[src/rtl/sdram_init_seq.sv]
module sdram_init_seq #(
  parameter bit PORT_64 = 1'b1,
  parameter int ADDR_W  = 13,
  parameter int BANK_W  = 2,
  parameter int NREF    = 8,
  parameter int TRP     = 2,
  parameter int TRFC    = 3,
  parameter int TMRD    = 2,
  parameter int TRCD    = 2
) (
  input  logic              clk,
  input  logic              rst_n,
  input  logic [1:0]        op_code,
  input  logic [2:0]        cas_lat,
  input  logic              trig,
  input  logic              req_valid,
  input  logic              req_close,
  input  logic [BANK_W-1:0] req_bank,
  input  logic [ADDR_W-1:0] req_row,
  output logic              req_ready,
  output logic              ready,
  output logic              cs_n,
  output logic              ras_n,
  output logic              cas_n,
  output logic              we_n,
  output logic [ADDR_W-1:0] addr,
  output logic [BANK_W-1:0] ba
);

  localparam int NBANK = 1 << BANK_W;
  localparam int G1    = (TRP > TRFC) ? TRP : TRFC;
  localparam int G2    = (TMRD > TRCD) ? TMRD : TRCD;
  localparam int GMAX  = (G1 > G2) ? G1 : G2;
  localparam int GAP_W = $clog2(GMAX) + 1;
  localparam int REF_W = $clog2(NREF + 1);

  localparam logic [3:0] C_NOP = 4'b0111;
  localparam logic [3:0] C_ACT = 4'b0011;
  localparam logic [3:0] C_PRE = 4'b0010;
  localparam logic [3:0] C_REF = 4'b0001;
  localparam logic [3:0] C_MRS = 4'b0000;

  localparam logic [2:0]        BL_CODE = PORT_64 ? 3'b010 : 3'b011;
  localparam logic [ADDR_W-1:0] A10_BIT = ADDR_W'(1) << 10;

  typedef enum logic [1:0] {PH_PRE, PH_REF, PH_MRS, PH_DONE} phase_t;

  phase_t              ph;
  logic [3:0]          cmd_q;
  logic [GAP_W-1:0]    gap_q;
  logic [REF_W-1:0]    ref_left;
  logic [NBANK-1:0]    open_q;

  assign {cs_n, ras_n, cas_n, we_n} = cmd_q;

  wire idle   = (gap_q == '0) && (ref_left == '0);
  wire cas_ok = (cas_lat >= 3'd1) && (cas_lat <= 3'd4);
  wire go_pre = trig && idle && ph == PH_PRE && op_code == 2'b01;
  wire go_ref = trig && idle && ph == PH_REF && op_code == 2'b10;
  wire go_mrs = trig && idle && ph == PH_MRS && op_code == 2'b11 && cas_ok;

  wire [ADDR_W-1:0] mode_word = {{(ADDR_W-7){1'b0}}, cas_lat, 1'b0, BL_CODE};

  assign ready     = (ph == PH_DONE) && (gap_q == '0);
  assign req_ready = ready && !(!req_close && open_q[req_bank]);
  wire   take      = req_valid && req_ready;

  always_ff @(posedge clk) begin
    if (!rst_n) begin
      ph       <= PH_PRE;
      cmd_q    <= C_NOP;
      addr     <= '0;
      ba       <= '0;
      gap_q    <= '0;
      ref_left <= '0;
      open_q   <= '0;
    end else begin
      cmd_q <= C_NOP;
      addr  <= '0;
      ba    <= '0;
      if (gap_q != '0) gap_q <= gap_q - 1'b1;
      if (gap_q == '0) begin
        if (ref_left != '0) begin
          cmd_q    <= C_REF;
          ref_left <= ref_left - 1'b1;
          gap_q    <= GAP_W'(TRFC - 1);
          if (ref_left == REF_W'(1)) ph <= PH_MRS;
        end else if (go_pre) begin
          cmd_q <= C_PRE;
          addr  <= A10_BIT;
          gap_q <= GAP_W'(TRP - 1);
          ph    <= PH_REF;
        end else if (go_ref) begin
          cmd_q    <= C_REF;
          ref_left <= REF_W'(NREF - 1);
          gap_q    <= GAP_W'(TRFC - 1);
          if (NREF == 1) ph <= PH_MRS;
        end else if (go_mrs) begin
          cmd_q <= C_MRS;
          addr  <= mode_word;
          gap_q <= GAP_W'(TMRD - 1);
          ph    <= PH_DONE;
        end else if (take) begin
          ba <= req_bank;
          if (req_close) begin
            cmd_q            <= C_PRE;
            gap_q            <= GAP_W'(TRP - 1);
            open_q[req_bank] <= 1'b0;
          end else begin
            cmd_q            <= C_ACT;
            addr             <= req_row;
            gap_q            <= GAP_W'(TRCD - 1);
            open_q[req_bank] <= 1'b1;
          end
        end
      end
    end
  end

  logic [REF_W-1:0] ref_seen;
  always_ff @(posedge clk) begin
    if (!rst_n) ref_seen <= '0;
    else if (cmd_q == C_REF && ref_seen != REF_W'(NREF)) ref_seen <= ref_seen + 1'b1;
  end

  assert_pre_all_a10_R2: assert property (@(posedge clk) disable iff (!rst_n)
    (cmd_q == C_PRE && !ready && ph == PH_REF && ref_seen == '0) |-> addr[10]);

  assert_refs_before_mrs_R3: assert property (@(posedge clk) disable iff (!rst_n)
    (cmd_q == C_MRS) |-> (ref_seen == REF_W'(NREF)));

  assert_mrs_cas_R7: assert property (@(posedge clk) disable iff (!rst_n)
    (cmd_q == C_MRS) |-> (addr[6:4] >= 3'd1 && addr[6:4] <= 3'd4 && addr[3] == 1'b0));

  assert_act_after_init_R8: assert property (@(posedge clk) disable iff (!rst_n)
    (cmd_q == C_ACT) |-> (ph == PH_DONE));

  assert_act_closed_R10: assert property (@(posedge clk) disable iff (!rst_n)
    (cmd_q == C_ACT) |-> ((($past(open_q) >> ba) & NBANK'(1)) == '0));

  assert_gap_nop_R11: assert property (@(posedge clk) disable iff (!rst_n)
    ($past(gap_q) != '0) |-> (cmd_q == C_NOP));

endmodule

[config.mk]
export PLATFORM = sky130hd
export DESIGN_NAME = sdram_init_seq
export DESIGN_NICKNAME = d
export VERILOG_FILES = /design/src/rtl/sdram_init_seq.sv
export SDC_FILE = /design/constraint.sdc
export NUM_CORES = 1
export LEC_CHECK = 0
export BUFFER_PORTS_ARGS = -buffer_cell sky130_fd_sc_hd__buf_2
export CAP_MARGIN = 20
export CORE_MARGIN = 2
export CORE_UTILIZATION = 45
export CTS_CLUSTER_DIAMETER = 30
export DETAILED_ROUTE_END_ITERATION = 8
export HOLD_SLACK_MARGIN = 0.05
export PLACE_DENSITY = 0.72
export SLEW_MARGIN = 20
export SYNTH_ARGS = -nofsm -noshare
export SYNTH_HDL_FRONTEND = slang
export SYNTH_SLANG_ARGS = --single-unit
[constraint.sdc]
create_clock -name clk -period 2.44 [get_ports clk]
set_clock_uncertainty 0.05 [all_clocks]
set_input_delay 0.488 -clock clk [delete_from_list [all_inputs] [get_ports clk]]
set_output_delay 0.488 -clock clk [all_outputs]
set_load 0.01 [all_outputs]
==> results.ini <==
[layout]
fill_cells = 275
antenna_cells = 0
regArea_um2 = 621
multi_input_area_um2 = 716
postLayoutCoreUtil_pct = 57.7
drive_gt1_share_pct = 30.3
nNetsFinal = 230
area_growth_pct = 25.0

[cts]
insertion_delay_ns = 0.33
cts_tree = built
clk_pin_slew_worst_paths_ns = 0.09
ctsHoldBuffers = 0
post_cts_buffers = 0
htreeDepth = 2
cts_resized = 0
clockRootBuffer = clkbuf_4
clock-sinks = 31
clockBufferDepth = 2
numCtsBuffers = 5

[floorplan]
die_h_um = 59.5
core_area_um2 = 3000
initial_core_util_pct = 46.2
ios = 46
std_cell_rows = 20
die_area_um2 = 3540
die_w_um = 59.5

[yosys]
yosys_warnings = 0
yosysTopAreaCell = dfxtp_1
synthArstFlopShare_pct = 0
synth_enable_flop_cells = 0
syn_area_per_cell_um2 = 9.24
synthCells = 150
yosysMostFrequentCell = dfxtp_1
ys_ff_latch = 31
synth_common_cells = dfxtp_1, nor2_1, and2_1, inv_1
netlist-cell-type-count = 42
synthTopCellsByArea = dfxtp_1, nor2_1, mux2i_1, and2_1, ha_1
synth.cell_area_um2 = 1390
ys_seq_area_share_pct = 44.8
synthesis.nets = 180
yosys_most_used_dff = dfxtp_1
yosysTopAreaCellShare_pct = 44.8

[setup_path]
reg2reg_to = cmd_q[0]$_SDFF_PP1_
r2r_setup_slack_ns = 0.15
cpMaxStageDelayCell = or4b_4
worstPathArrival_ns = 2.46
worstSetupPathType = flip-flop to flip-flop
worstSetupEndpointType = flip-flop
rr_startpoint = gap_q[0]$_SDFF_PN0_
critPathMaxFanout = 5
crit_required_ns = 2.61
slowest_delay_ns = 0.49
critical_path_buf_inv_count = 1
path_cells = inv_1 > ha_1 > or4b_4 > or4_4 > a21oi_4 > a21oi_1 > or3_1
crit_family = simple AND/OR/NAND/NOR gates
startpoint_type = flip-flop
reg2reg_depth = 7

[route]
wl_met3_um = 269
routed.top_layer = met4
vias_per_cell = 5.32
vias = 1244
drc = 0
drt_iter0_drc = 48
dr_wl_met2_um = 1260
wl_per_cell_um = 12.0
wl_met1_um = 1240
routed_wl_um = 2810
dr.pass1.iters = 4
final_antenna_net_count = 0

[global_routing]
overflow = 0
grt.total_usage_pct = 16.9
grt_max_degree = 12
grt_pass1_wl_um = 4510
antenna_found_initial = 0
grt_pass1_vias = 1110

[place]
gp_congestion = 0.856
port_buffers = 44
dp_hpwl_um = 2170

[sta]
fin_setup_tns_ns = 0
hold_viol = 0
rsz0062_at_grt = no
max_freq_mhz = 436
post-route-min-period_ns = 2.29
finalSetupViolations = 0
relSlewSlack_pct = 61.1
worst_pin_slew_ns = 0.576
period_share_pct = 93.9
maxSlewViolCount = 0

[power_and_ir_drop]
clkPwrFrac_pct = 25.1
power.sequential.fraction_pct = 37.8
p_sw_share_pct = 35.3
p_int_uw = 1080
vdd_drop_max_v = 0.000448
power_frac_comb_pct = 37.1
p_per_area_nw_per_um2 = 960
switching_power_uw = 587
p_leak_uw = 0.000800

[status]
status = finished, final reports clean

[flow_run]
drv_cap = 0

[worst_hold_path]
whs_path_depth = 2
holdPathEnd = addr[2]$_SDFF_PP0_
hp-class = input port to flip-flop
min_from = req_row[2]

[cell type report]
class / count / area share [%]
multi-input combinational: 107 / 41.3
sequential: 31 / 35.8
timing repair buffer: 46 / 13.6
clock buffer: 6 / 2.96
tap: 33 / 2.38
clock inverter: 2 / 2.02
inverter: 9 / 1.95
[how the worst max path moves through the flow]
| stage | startpoint | endpoint | depth (start not counted) | slack (ns) |
|---|---|---|---|---|
| floorplan | gap_q[0]$_SDFF_PN0_ | cmd_q[0]$_SDFF_PP1_ | 7 | 0.27 |
| finish | gap_q[0]$_SDFF_PN0_ | cmd_q[0]$_SDFF_PP1_ | 7 | 0.15 |
| global placement | gap_q[0]$_SDFF_PN0_ | cmd_q[0]$_SDFF_PP1_ | 7 | 0.22 |
| detailed placement | gap_q[0]$_SDFF_PN0_ | gap_q[0]$_SDFF_PN0_ | 7 | 0.16 |
| CTS | gap_q[0]$_SDFF_PN0_ | gap_q[0]$_SDFF_PN0_ | 7 | 0.13 |
| global route | gap_q[0]$_SDFF_PN0_ | addr[12]$_SDFF_PP0_ | 7 | 0.02 |
[cells by family after synthesis]
kind of cell    Yosys count  synth area share (%)
compound gates           25                  14.2
xor+xnor                  1                 0.632
fa+ha+maj                 5                  4.51
buf+inv                  12                  3.61
flops                    31                  44.8
mux                       7                  5.05
other cells               1                 0.270
simple gates             68                  27.0
[cells in the final DEF (no fill, tap or decap), types with 4 or more instances in the layout]
| master | Yosys | final |
|---|---|---|
| buf_2 | 1 | 44 |
| dfxtp_1 | 31 | 31 |
| nand3_1 | 4 | 4 |
| and2_1 | 10 | 10 |
| nor2_1 | 19 | 19 |
| nor3_1 | 8 | 8 |
| a21oi_1 | 5 | 5 |
| clkbuf_4 | 0 | 5 |
| nand2_1 | 8 | 8 |
| mux2i_1 | 7 | 7 |
| inv_1 | 9 | 9 |
| ha_1 | 5 | 5 |
[worst register-to-register path: stages (launching register included)]
cell and delay (ns):
dfxtp_1 0.35, inv_1 0.09, ha_1 0.22, or4b_4 0.49, or4_4 0.46, a21oi_4 0.17, a21oi_1 0.05, or3_1 0.30
[through the flow]
step                      cells  hold WS (ns)  worst slack (ns)  power, uW  cell area, um2
after floorplan             150         0.388             0.266       1080            1390
after global placement      226         0.398             0.220       1240            1650
after detailed placement    226         0.409             0.163       1250            1650
after CTS                   234         0.284             0.134       1680            1730
after global routing        234         0.276            0.0204       1780            1730
final                       234         0.302             0.148       1660            1730
[power groups by stage]
stage	clock network (uW)	logic, uW	registers [uW]
finish	417	618	629
global route	456	689	636
CTS	433	616	627
detailed placement	0	611	639
global placement	0	599	638
floorplan	0	449	636
[layer usage]
layer / up-vias / track usage (%)
met5: - / 0
met4: 0 / 7.30
met3: 5 / 7.64
met2: 59 / 28.1
met1: 548 / 18.5
li1: 632 / -
Note: power is estimated with default switching activity, not from simulation.
